===== config.mk =====
export PLATFORM = sky130hd
export DESIGN_NAME = dring_src_engine
export DESIGN_NICKNAME = d
export VERILOG_FILES = /design/src/rtl/dring_pkg.sv /design/src/rtl/dring_regs.sv /design/src/rtl/dring_fetch_fsm.sv /design/src/rtl/dring_beat_fmt.sv /design/src/rtl/dring_src_engine.sv
export SDC_FILE = /design/constraint.sdc
export NUM_CORES = 1
export LEC_CHECK = 0
export ABC_AREA = 1
export ABC_CLOCK_PERIOD_IN_PS = 4400
export CELL_PAD_IN_SITES_DETAIL_PLACEMENT = 1
export CELL_PAD_IN_SITES_GLOBAL_PLACEMENT = 2
export CORE_MARGIN = 2
export CORE_UTILIZATION = 31
export CTS_CLUSTER_DIAMETER = 120
export DETAILED_ROUTE_END_ITERATION = 12
export PLACE_DENSITY = 0.83
export SLEW_MARGIN = 20
export SYNTH_ARGS = -nofsm -noshare
export SYNTH_HDL_FRONTEND = slang
export SYNTH_SLANG_ARGS = --single-unit

===== constraint.sdc =====
create_clock -name clk -period 4.4 [get_ports clk]
set_clock_uncertainty 0.15 [all_clocks]
set_input_delay 0.88 -clock clk [delete_from_list [all_inputs] [get_ports clk]]
set_output_delay 0.88 -clock clk [all_outputs]
set_load 0.005 [all_outputs]

===== src/rtl/dring_pkg.sv =====
package dring_pkg;

    localparam int WORD_W     = 32;
    localparam int BYTES_W    = WORD_W / 8;
    localparam int CNT_W      = 16;
    localparam int FLAG_W     = 16;
    localparam int ID_W       = FLAG_W - 2;
    localparam int REG_AW     = 3;
    localparam int DESC_BYTES = 8;

    localparam logic [REG_AW-1:0] RA_BASE = 3'd0;
    localparam logic [REG_AW-1:0] RA_SIZE = 3'd1;
    localparam logic [REG_AW-1:0] RA_WIDX = 3'd2;
    localparam logic [REG_AW-1:0] RA_RIDX = 3'd3;
    localparam logic [REG_AW-1:0] RA_CTRL = 3'd4;
    localparam logic [REG_AW-1:0] RA_STAT = 3'd5;

    // Flags half-word of descriptor word 1, bit 0 lowest
    typedef struct packed {
        logic [ID_W-1:0] id;
        logic            swap;
        logic            chain;
    } dflags_t;

    typedef enum logic [2:0] {
        ST_IDLE,
        ST_DADDR_REQ,
        ST_DADDR_WAIT,
        ST_DCNT_REQ,
        ST_DCNT_WAIT,
        ST_BUF_REQ,
        ST_BUF_WAIT,
        ST_EMIT
    } eng_state_t;

endpackage


===== src/rtl/dring_regs.sv =====
module dring_regs
    import dring_pkg::*;
#(
    parameter int IDX_W = 8
) (
    input  logic              clk,
    input  logic              rst_n,
    input  logic              reg_wen,
    input  logic [REG_AW-1:0] reg_addr,
    input  logic [31:0]       reg_wdata,
    output logic [31:0]       reg_rdata,
    input  logic              rd_adv,
    input  logic              len_err,
    output logic [31:0]       base_o,
    output logic              active_o,
    output logic [IDX_W-1:0]  wr_idx_o,
    output logic [IDX_W-1:0]  rd_idx_o,
    output logic [CNT_W-1:0]  max_len_o,
    output logic              err_o
);

    localparam int SZ_W = IDX_W + 1;

    logic [31:0]      base_q;
    logic [SZ_W-1:0]  size_q;
    logic [SZ_W-1:0]  size_m1;
    logic [IDX_W-1:0] mask;
    logic [IDX_W-1:0] wr_q;
    logic [IDX_W-1:0] rd_q;
    logic [CNT_W-1:0] maxl_q;
    logic             err_q;

    logic we_base, we_size, we_widx, we_ctrl, we_stat;

    assign we_base = reg_wen && (reg_addr == RA_BASE);
    assign we_size = reg_wen && (reg_addr == RA_SIZE);
    assign we_widx = reg_wen && (reg_addr == RA_WIDX);
    assign we_ctrl = reg_wen && (reg_addr == RA_CTRL);
    assign we_stat = reg_wen && (reg_addr == RA_STAT);

    assign size_m1 = size_q - 1'b1;
    assign mask    = (size_q == '0) ? '0 : size_m1[IDX_W-1:0];

    always_ff @(posedge clk or negedge rst_n) begin
        if (!rst_n) begin
            base_q <= '0;
            size_q <= '0;
            wr_q   <= '0;
            rd_q   <= '0;
            maxl_q <= '0;
        end else begin
            if (we_base) base_q <= reg_wdata;
            if (we_ctrl) maxl_q <= reg_wdata[CNT_W-1:0];
            if (we_size) begin
                size_q <= reg_wdata[SZ_W-1:0];
                wr_q   <= '0;
                rd_q   <= '0;
            end else begin
                if (we_widx) wr_q <= reg_wdata[IDX_W-1:0] & mask;
                if (rd_adv)  rd_q <= (rd_q + 1'b1) & mask;
            end
        end
    end

    always_ff @(posedge clk or negedge rst_n) begin
        if (!rst_n)                      err_q <= 1'b0;
        else if (len_err)                err_q <= 1'b1;
        else if (we_stat && reg_wdata[0]) err_q <= 1'b0;
    end

    always_comb begin
        case (reg_addr)
            RA_BASE: reg_rdata = base_q;
            RA_SIZE: reg_rdata = 32'(size_q);
            RA_WIDX: reg_rdata = 32'(wr_q);
            RA_RIDX: reg_rdata = 32'(rd_q);
            RA_CTRL: reg_rdata = 32'(maxl_q);
            RA_STAT: reg_rdata = {31'd0, err_q};
            default: reg_rdata = '0;
        endcase
    end

    assign base_o    = base_q;
    assign active_o  = (size_q != '0);
    assign wr_idx_o  = wr_q;
    assign rd_idx_o  = rd_q;
    assign max_len_o = maxl_q;
    assign err_o     = err_q;

endmodule


===== src/rtl/dring_fetch_fsm.sv =====
module dring_fetch_fsm
    import dring_pkg::*;
#(
    parameter int IDX_W = 8
) (
    input  logic              clk,
    input  logic              rst_n,
    input  logic              active,
    input  logic [31:0]       base,
    input  logic [IDX_W-1:0]  rd_idx,
    input  logic [IDX_W-1:0]  wr_idx,
    input  logic [CNT_W-1:0]  max_len,
    output logic              mem_req_valid,
    input  logic              mem_req_ready,
    output logic [31:0]       mem_req_addr,
    input  logic              mem_rsp_valid,
    input  logic [31:0]       mem_rsp_data,
    output logic              emit_valid,
    input  logic              emit_ready,
    output logic [31:0]       word_o,
    output dflags_t           flags_o,
    output logic [CNT_W-1:0]  bytes_o,
    output logic              beat_last,
    output logic              rd_adv,
    output logic              len_err
);

    localparam int PAD_W = 32 - IDX_W - $clog2(DESC_BYTES);

    eng_state_t state_q, state_d;

    logic [31:0]      buf_addr_q;
    logic [31:0]      word_q;
    dflags_t          flags_q;
    logic [CNT_W-1:0] bytes_q;
    logic [CNT_W-1:0] beats_q;

    logic [31:0]      desc_addr;
    logic [CNT_W-1:0] cnt_in;
    logic             clip;
    logic [CNT_W-1:0] eff_len;
    logic [CNT_W:0]   eff_p3;
    logic [CNT_W-1:0] beats_calc;

    assign desc_addr  = base + {{PAD_W{1'b0}}, rd_idx, 3'b000};
    assign cnt_in     = mem_rsp_data[CNT_W-1:0];
    assign clip       = cnt_in > max_len;
    assign eff_len    = clip ? max_len : cnt_in;
    assign eff_p3     = {1'b0, eff_len} + 3'd3;
    assign beats_calc = (eff_len == '0) ? CNT_W'(1) : {1'b0, eff_p3[CNT_W:2]};
    assign beat_last  = (beats_q == CNT_W'(1));

    // state register
    always_ff @(posedge clk or negedge rst_n) begin
        if (!rst_n) state_q <= ST_IDLE;
        else        state_q <= state_d;
    end

    // next state
    always_comb begin
        state_d = state_q;
        unique case (state_q)
            ST_IDLE:       if (active && (rd_idx != wr_idx)) state_d = ST_DADDR_REQ;
            ST_DADDR_REQ:  if (mem_req_ready) state_d = ST_DADDR_WAIT;
            ST_DADDR_WAIT: if (mem_rsp_valid) state_d = ST_DCNT_REQ;
            ST_DCNT_REQ:   if (mem_req_ready) state_d = ST_DCNT_WAIT;
            ST_DCNT_WAIT:  if (mem_rsp_valid) state_d = ST_BUF_REQ;
            ST_BUF_REQ:    if (mem_req_ready) state_d = ST_BUF_WAIT;
            ST_BUF_WAIT:   if (mem_rsp_valid) state_d = ST_EMIT;
            ST_EMIT:       if (emit_ready)    state_d = beat_last ? ST_IDLE : ST_BUF_REQ;
            default:       state_d = ST_IDLE;
        endcase
    end

    // outputs
    always_comb begin
        mem_req_valid = 1'b0;
        mem_req_addr  = '0;
        emit_valid    = 1'b0;
        rd_adv        = 1'b0;
        len_err       = 1'b0;
        unique case (state_q)
            ST_DADDR_REQ: begin
                mem_req_valid = 1'b1;
                mem_req_addr  = desc_addr;
            end
            ST_DCNT_REQ: begin
                mem_req_valid = 1'b1;
                mem_req_addr  = desc_addr + 32'd4;
            end
            ST_DCNT_WAIT: len_err = mem_rsp_valid && clip;
            ST_BUF_REQ: begin
                mem_req_valid = 1'b1;
                mem_req_addr  = buf_addr_q;
            end
            ST_EMIT: begin
                emit_valid = 1'b1;
                rd_adv     = emit_ready && beat_last;
            end
            default: ;
        endcase
    end

    // datapath
    always_ff @(posedge clk or negedge rst_n) begin
        if (!rst_n) begin
            buf_addr_q <= '0;
            word_q     <= '0;
            flags_q    <= '0;
            bytes_q    <= '0;
            beats_q    <= '0;
        end else begin
            if (state_q == ST_DADDR_WAIT && mem_rsp_valid)
                buf_addr_q <= mem_rsp_data;
            if (state_q == ST_DCNT_WAIT && mem_rsp_valid) begin
                flags_q <= dflags_t'(mem_rsp_data[31:16]);
                bytes_q <= eff_len;
                beats_q <= beats_calc;
            end
            if (state_q == ST_BUF_WAIT && mem_rsp_valid)
                word_q <= mem_rsp_data;
            if (state_q == ST_EMIT && emit_ready && !beat_last) begin
                buf_addr_q <= buf_addr_q + 32'd4;
                beats_q    <= beats_q - 1'b1;
                bytes_q    <= (bytes_q >= CNT_W'(BYTES_W)) ? bytes_q - CNT_W'(BYTES_W) : '0;
            end
        end
    end

    assign word_o  = word_q;
    assign flags_o = flags_q;
    assign bytes_o = bytes_q;

endmodule


===== src/rtl/dring_beat_fmt.sv =====
module dring_beat_fmt
    import dring_pkg::*;
(
    input  logic [WORD_W-1:0]  word_i,
    input  logic               swap_i,
    input  logic [CNT_W-1:0]   bytes_i,
    output logic [WORD_W-1:0]  data_o,
    output logic [BYTES_W-1:0] keep_o
);

    for (genvar g = 0; g < BYTES_W; g++) begin : g_lane
        assign data_o[8*g +: 8] = swap_i ? word_i[8*(BYTES_W-1-g) +: 8]
                                         : word_i[8*g +: 8];
        assign keep_o[g]        = bytes_i > CNT_W'(g);
    end

endmodule


===== src/rtl/dring_src_engine.sv =====
module dring_src_engine
    import dring_pkg::*;
#(
    parameter int IDX_W = 8
) (
    input  logic              clk,
    input  logic              rst_n,
    input  logic              reg_wen,
    input  logic [2:0]        reg_addr,
    input  logic [31:0]       reg_wdata,
    output logic [31:0]       reg_rdata,
    output logic              mem_req_valid,
    input  logic              mem_req_ready,
    output logic [31:0]       mem_req_addr,
    input  logic              mem_rsp_valid,
    input  logic [31:0]       mem_rsp_data,
    output logic              out_valid,
    input  logic              out_ready,
    output logic [31:0]       out_data,
    output logic [3:0]        out_keep,
    output logic              out_last,
    output logic [13:0]       out_id
);

    logic [31:0]      base;
    logic             active;
    logic [IDX_W-1:0] wr_idx;
    logic [IDX_W-1:0] rd_idx;
    logic [CNT_W-1:0] max_len;
    logic             err_flag;
    logic             rd_adv;
    logic             len_err;
    logic [31:0]      word;
    dflags_t          flags;
    logic [CNT_W-1:0] bytes_left;
    logic             beat_last;

    dring_regs #(.IDX_W(IDX_W)) u_regs (
        .clk       (clk),
        .rst_n     (rst_n),
        .reg_wen   (reg_wen),
        .reg_addr  (reg_addr),
        .reg_wdata (reg_wdata),
        .reg_rdata (reg_rdata),
        .rd_adv    (rd_adv),
        .len_err   (len_err),
        .base_o    (base),
        .active_o  (active),
        .wr_idx_o  (wr_idx),
        .rd_idx_o  (rd_idx),
        .max_len_o (max_len),
        .err_o     (err_flag)
    );

    dring_fetch_fsm #(.IDX_W(IDX_W)) u_fsm (
        .clk           (clk),
        .rst_n         (rst_n),
        .active        (active),
        .base          (base),
        .rd_idx        (rd_idx),
        .wr_idx        (wr_idx),
        .max_len       (max_len),
        .mem_req_valid (mem_req_valid),
        .mem_req_ready (mem_req_ready),
        .mem_req_addr  (mem_req_addr),
        .mem_rsp_valid (mem_rsp_valid),
        .mem_rsp_data  (mem_rsp_data),
        .emit_valid    (out_valid),
        .emit_ready    (out_ready),
        .word_o        (word),
        .flags_o       (flags),
        .bytes_o       (bytes_left),
        .beat_last     (beat_last),
        .rd_adv        (rd_adv),
        .len_err       (len_err)
    );

    dring_beat_fmt u_fmt (
        .word_i  (word),
        .swap_i  (flags.swap),
        .bytes_i (bytes_left),
        .data_o  (out_data),
        .keep_o  (out_keep)
    );

    assign out_last = out_valid && beat_last && !flags.chain;
    assign out_id   = flags.id;

endmodule



Word level (Yosys, flattened, before mapping)

Cells that the tools add are included.

Shifts and indexed selects: 0
Magnitude comparators: 6
Add/sub/neg operators: 8
Bitwise gates (word level): 2
Reduce and logical (&&, ||, !) cells: 30
Multipliers: 0
Equality and inequality tests: 22
Div/mod/pow operators: 0
Multiplexer cells: 36

Operators with widths:

| cell                                                 | number |
|---|---|
| one-hot mux 32 bit (6 select lines)                  | 1 |
| two-way mux 16 bit                                   | 6 |
| one-hot mux 32 bit (3 select lines)                  | 1 |
| two-way mux 8 bit                                    | 9 |
| adder 32 x 3 -> 32 bit, second input constant        | 2 |
| two-way mux 32 bit                                   | 2 |
| adder 32 x 11 -> 32 bit                              | 1 |
| > comparator 16 x 1 -> 1 bit, second input constant  | 2 |
| > comparator 16 x 2 -> 1 bit, second input constant  | 2 |
| two-way mux 3 bit                                    | 9 |
| one-hot mux 3 bit (8 select lines)                   | 1 |
| == test 3 bit, second input constant                 | 6 |
| adder 16 x 2 -> 17 bit, second input constant        | 1 |
| bitwise AND 8 bit                                    | 2 |
| == test 16 x 1 -> 1 bit, second input constant       | 1 |
| >= comparator 16 x 3 -> 1 bit, second input constant | 1 |
| > comparator 16 bit                                  | 1 |
| logical AND 1 bit                                    | 16 |
| logical NOT 16 bit                                   | 1 |
| subtractor 16 x 1 -> 16 bit, second input constant   | 1 |
| subtractor 16 x 3 -> 16 bit, second input constant   | 1 |
| two-way mux 15 bit                                   | 1 |
| != test 2 bit, second input constant                 | 7 |
| == test 3 x 2 -> 1 bit, second input constant        | 4 |
| other kinds (13)                                     | 25 |

Output and inout bits: 117
Latch bits: 0
Bits in writable memories: 0
Bits in read-only memories: 0
Bits in registers: 189
Memories kept: 0
Bits of input ports: 73
Word-level logic and storage cells: 118

Depth between registers and ports, before layout

Depth after elaboration: 6
Depth in mapped cells: 25
Mapped depth without buffers: 24

Cells and area by module

Synthesis repeated with hierarchy kept, for this count alone.

Cell total of the unflattened synthesis: 2016
Area total of the unflattened synthesis: 13671.9 µm²

By module, submodules not included:

| module           | cells an instance | instances | sequential area each (µm²) | area an instance (µm²) |
|---|---|---|---|---|
| dring_fetch_fsm  | 1444              | 1         | 2877.8                     | 9477.8 |
| dring_regs       | 460               | 1         | 1851.8                     | 3684.8 |
| dring_beat_fmt   | 110               | 1         | 0.0                        | 499.2 |
| dring_src_engine | 2                 | 1         | 0.0                        | 10.0 |

Least setup slack after synthesis

No wires, ideal clock.

Path kind: reg2out
Start point: register u_regs.rd_q[0] (netlist: u_regs.rd_idx_o[0])
End point: output mem_req_addr[21]
Path buffers: 0
Cell stages (with the launch flop): 16
Required time: 3370 ps
Slack: 764 ps
Arrival: 2606 ps
Cell sequence: dfrtp_1 > ha_1 > inv_1 > fa_1 > nor3_1 > inv_1 > nor2_1 > nand3_1 > nand3b_1 > nor3_2 > nand2_1 > nor2_4 > nand2_1 > nand2_1 > nand3_1 > nand2_1

Longest elaborated chain between the ends: 3

Ends and longest elaborated chain:

| what                                  | line                   | text |
|---|---|---|
| start: declaration                    | dring_regs.sv:29       | `logic [IDX_W-1:0] rd_q;` |
| start signal: assignment              | dring_regs.sv:60       | `if (rd_adv) rd_q <= (rd_q + 1'b1) & mask;` |
| adder 32 x 11 -> 32 bit *             | dring_fetch_fsm.sv:45  | `assign desc_addr = base + {{PAD_W{1'b0}}, rd_idx, 3'b000};` |
| adder 32 x 3 -> 32 bit                | dring_fetch_fsm.sv:89  | `mem_req_addr = desc_addr + 32'd4;` |
| one-hot mux 32 bit (3 select lines) * | dring_fetch_fsm.sv:82  | `unique case (state_q)` |
| end: declaration                      | dring_src_engine.sv:14 | `output logic [31:0] mem_req_addr,` |

Mark *: on every way between the ends. The rest lies on a longest branch, timed or not.

Worst setup path after layout

Start point: register u_regs.base_q[3] (netlist: u_regs.base_o[3])
End point: output mem_req_addr[28]

Longest elaborated chain between the ends: 3

Ends and longest elaborated chain:

| what                                  | line                  | text |
|---|---|---|
| start: declaration                    | dring_regs.sv:24      | `logic [31:0] base_q;` |
| start signal: assignment              | dring_regs.sv:52      | `if (we_base) base_q <= reg_wdata;` |
| adder 32 x 11 -> 32 bit *             | dring_fetch_fsm.sv:45 |  |
| adder 32 x 3 -> 32 bit                | dring_fetch_fsm.sv:89 |  |
| one-hot mux 32 bit (3 select lines) * | dring_fetch_fsm.sv:82 |  |

Marked as above.

==> run_results.csv <==
group,metric,value,unit
finish,finalNonFillerCells,2842,
detailed_routing,wl_met2,25720,um
placed_design,gp_congestion,0.9098,
sta,rsz0062_at_grt,"true",
detailed_routing,drc,0,
die,die_area,0.04505,sq mm
sta,min_period_over_period,100.1,%
synth,synth.ff_latch_count,189,
sta,setup_tns,-0.01017,ns
flow_run,max-cap-violations,0,
run_status,failed_checks,"setup timing",
grt,grt_max_degree,106,
power_and_ir_drop,p_sw,0.004141,W
clock_tree,cts_hold_buf,0,
setup_path,reg2reg_from,"u_regs.max_len_o[13]",
grt,grt_pass1_vias,14540,
hold_path,whs_path_depth,2,
synth,ys.flop_type,"dfrtp_1",
finish,area_delta_synth_final,31.51,%
detailed_routing,vias,14410,
clock_tree,cts_tree,"done",
detailed_routing,routed.top_layer,"met4",
synth,yosysUniqueCellTypes,55,
power_and_ir_drop,pwr-share-seq,31.1,%
finish,fin_nets,2349,
synth,yosys.area.top_type,"dfrtp_1",
synth,syn-num-nets,2111,
power_and_ir_drop,pwr-share-comb,50.9,%
grt,grt-ovfl-total,0,
sta,relSlewSlack,30.38,%
sta,fin_crit,4.406,ns
synth,yosysTopAreaCellShare,35.18,%
power_and_ir_drop,cellLeakagePower,8.310,nW
setup_path,critPathBufInv,5,
power_and_ir_drop,power_density,523.5,mW/mm^2
grt,antenna_found_initial,0,
setup_path,crit_family,"simple AND/OR/NAND/NOR gates",
die,initial_core_util,31.28,%
clock_tree,cts_max_path_buffers,2,
setup_path,worstPathArrival,3.38,ns
placed_design,dp.final_hpwl,43250,um
sta,hold_viol,0,
clock_tree,path_clk_slew,0.07,ns
detailed_routing,initialDrtViolationCount,821,
grt,grt_pass1_wl,85340,um
setup_path,cp_slowest_cell,"dfrtp_1",
sta,setup_ws,-0.006074,ns
placed_design,dp_slack,-0.02003,ns
sta,fmax,227.0,MHz
synth,syn_inst,2006,
setup_path,cp.depth,21,
setup_path,crit_fanout,4,
finish,drive_gt1_share,12.94,%
synth,synth-async-reset-ratio,100.0,%
setup_path,r2r_cells,17,
clock_tree,clk_latency,0.48,ns
clock_tree,cts_inserted_buffers,17,
detailed_routing,drt-met1-wl,26580,um
run_status,status,"complete, but fails checks",
synth,syn_area_per_cell,6.702,sq um
sta,worst_slew_pin_slew,1.042,ns
synth,yosysSeqAreaShare,35.18,%
setup_path,cp-startpoint,"u_regs.base_o[3]",
hold_path,hold_start,"u_fsm.flags_o[5]",
setup_path,crit_type,"reg -> out",
die,pin_count,190,
detailed_routing,dr.pass1.iters,5,
synth,synth_edf_count,0,
detailed_routing,routedWlPerCell,19.50,um
die,rows,76,
synth,synth.area.top_cells,"dfrtp_1, nand2_1, inv_1",
setup_path,critPathCaptureType,"primary output",
power_and_ir_drop,power_frac_clock,18.1,%
finish,final_area,0.01768,sq mm
clock_tree,cts_root_buf,"clkbuf_16",
sta,setup_viol,2,
die,die_y,212.3,um
finish,diodes,0,
clock_tree,clkSinkCount,189,
setup_path,cp_cell_sequence,"ha_2 > inv_2 > fa_2 > nand3b_1 > nand2_2 > nand2_2 > nand2_4 > nand2_8 > nor2_4 > xor2_2 > inv_1 > nand2_1 > inv_1 > nand2_2 > buf_4 > nor2_2 > nand3_1 > nand2_1 > nand3_1 > nand2_1 > buf_2",
setup_path,cpPeakStageDelay,0.38,ns
placed_design,numPortBuffers,189,
power_and_ir_drop,total_power,0.009256,W
detailed_routing,ant_nets,0,
grt,grt_usage,24.86,%
detailed_routing,wl,55430,um
placed_design,dp.cells,2761,
synth,synthesis.area,0.01344,sq mm
setup_path,cp.required,3.37,ns
synth,yosysWarnings,0,
placed_design,placed_cell_area,0.01618,sq mm
detailed_routing,wl_met3,1791,um
die,core,0.04298,sq mm
clock_tree,cts.htree.levels,4,
power_and_ir_drop,p_int,0.005115,W
sta,slew_viol_final,0,
hold_path,hold_class,"reg -> reg",
detailed_routing,vias_per_cell,5.070,
die,die_w,212.3,um
setup_path,start_kind,"register",
power_and_ir_drop,max-vdd-ir-drop,262.1,uV
power_and_ir_drop,p_sw_share,44.74,%
[cell usage after synthesis (2+ instances only)]
library cell and instances:
or2_2 5, nand3_1 128, ha_1 31, nand2_1 475, nand4_1 41, a31oi_1 4, buf_1 4, nand3_2 2
o22ai_1 41, xnor2_1 4, xor2_2 3, nor2_4 5, nor2_1 207, nand3b_1 5, nor2_2 8, nand2_4 2
clkinv_1 2, o21ai_0 198, inv_1 328, o32ai_1 5, a221oi_1 3, buf_4 16, a22oi_1 4, xor2_1 36
clkbuf_1 51, a21oi_2 2, nor3_1 39, o211ai_1 3, nand2_2 7, a21o_1 3, o221ai_1 37, a21oi_1 73
dfrtp_1 189, o31ai_1 3, buf_2 8, nor4_1 11, o21a_1 4, nor3_2 2
[power groups by stage]
stage	logic, W	registers (W)	clock network (W)
detailed placement	0.00448	0.00289	0
floorplan	0.00264	0.00269	0
global placement	0.00437	0.00287	0
CTS	0.00463	0.00287	0.00171
global route	0.00524	0.00296	0.00177
finish	0.00471	0.00287	0.00167
[cell usage in the layout (no fill, tap or decap), drive strengths merged, types with 7 or more instances in the layout]
cell type and count:
o22ai 41, clkbuf 25, nor3 41, a21oi 75, o21ai 200, nand3 130
nand4 41, ha 31, nand2 484, nor4 11, dfrtp 189, nor2 220
clkdlybuf4s50 165, clkinv 7, xor2 39, inv 332, buf 121, o221ai 37
[layer usage]
| metal | up-vias | track usage, % |
|---|---|---|
| met3 | 65 | 3.146 |
| met2 | 280 | 40.50 |
| li1 | 6992 | - |
| met4 | 0 | 7.186 |
| met1 | 7073 | 34.55 |
| met5 | - | 0 |
[metrics by stage]
stage / hold slack (ns) / util, %
6_report: 0.3334 / 41.14
5_1_grt: 0.3587 / 41.14
3_3_place_gp: 0.3177 / 37.63
3_5_place_dp: 0.3224 / 37.63
2_1_floorplan: 0.3030 / -
4_1_cts: 0.3403 / 40.40
[worst min-delay path: stages, from the launching register on]
cell and delay, ns:
dfrtp_1 0.34, nand2_1 0.05, o21ai_0 0.05
[logic make-up (layout without fill, tap and decap cells)]
kind of cell / after synthesis / count (layout) / share of synthesized area (%)
buffers and inverters: 410 / 661 / 11.97
AO/OA/AOI/OAI: 392 / 392 / 16.93
XOR/XNOR: 43 / 43 / 2.969
adder cells (fa/ha/maj): 32 / 32 / 3.034
flip-flops: 189 / 189 / 35.18
AND/OR/NAND/NOR: 940 / 940 / 29.92
[final timing paths]
kind / endpoint / slack, ns
max in group asynchronous: u_fsm.buf_addr_q[7] / 2.75
hold / removal: u_fsm.flags_o[5] / 0.33
min in group asynchronous: u_fsm.bytes_o[4] / 0.37
setup / recovery: mem_req_addr[28] / -0.006
setup reg to reg: u_fsm.beats_q[0] / 1.23
hold reg to reg: u_fsm.flags_o[5] / 0.33
[final cells by class]
type / count / area [sq um]
fill: 5465 / 25300
timing repair inverter: 1 / 5.005
inverter: 331 / 1255
clock inverter: 13 / 157.7
timing repair buffer: 297 / 2671
tap: 585 / 732.0
clock buffer: 19 / 442.9
sequential: 189 / 4730
multi-input combinational: 1407 / 7687
[what timing repair did]
item / CTS / global route
setup endpoints to repair: 23 / 27
gates resized for setup: 177 / 43
setup buffers: 31 / 17
cloned: 0 / 1
pin swaps: 59 / 39
[flip-flops by register name, summed over array words and instances, names as in the netlist, 9 cells and up]
register,cells
u_regs.max_len_o,16
u_regs.base_o,32
u_fsm.buf_addr_q,32
u_fsm.word_o,32
u_fsm.bytes_o,16
u_regs.size_q,9
u_fsm.beats_q,16
u_fsm.flags_o,16
No activity file was read; power rests on OpenSTA's default activity.
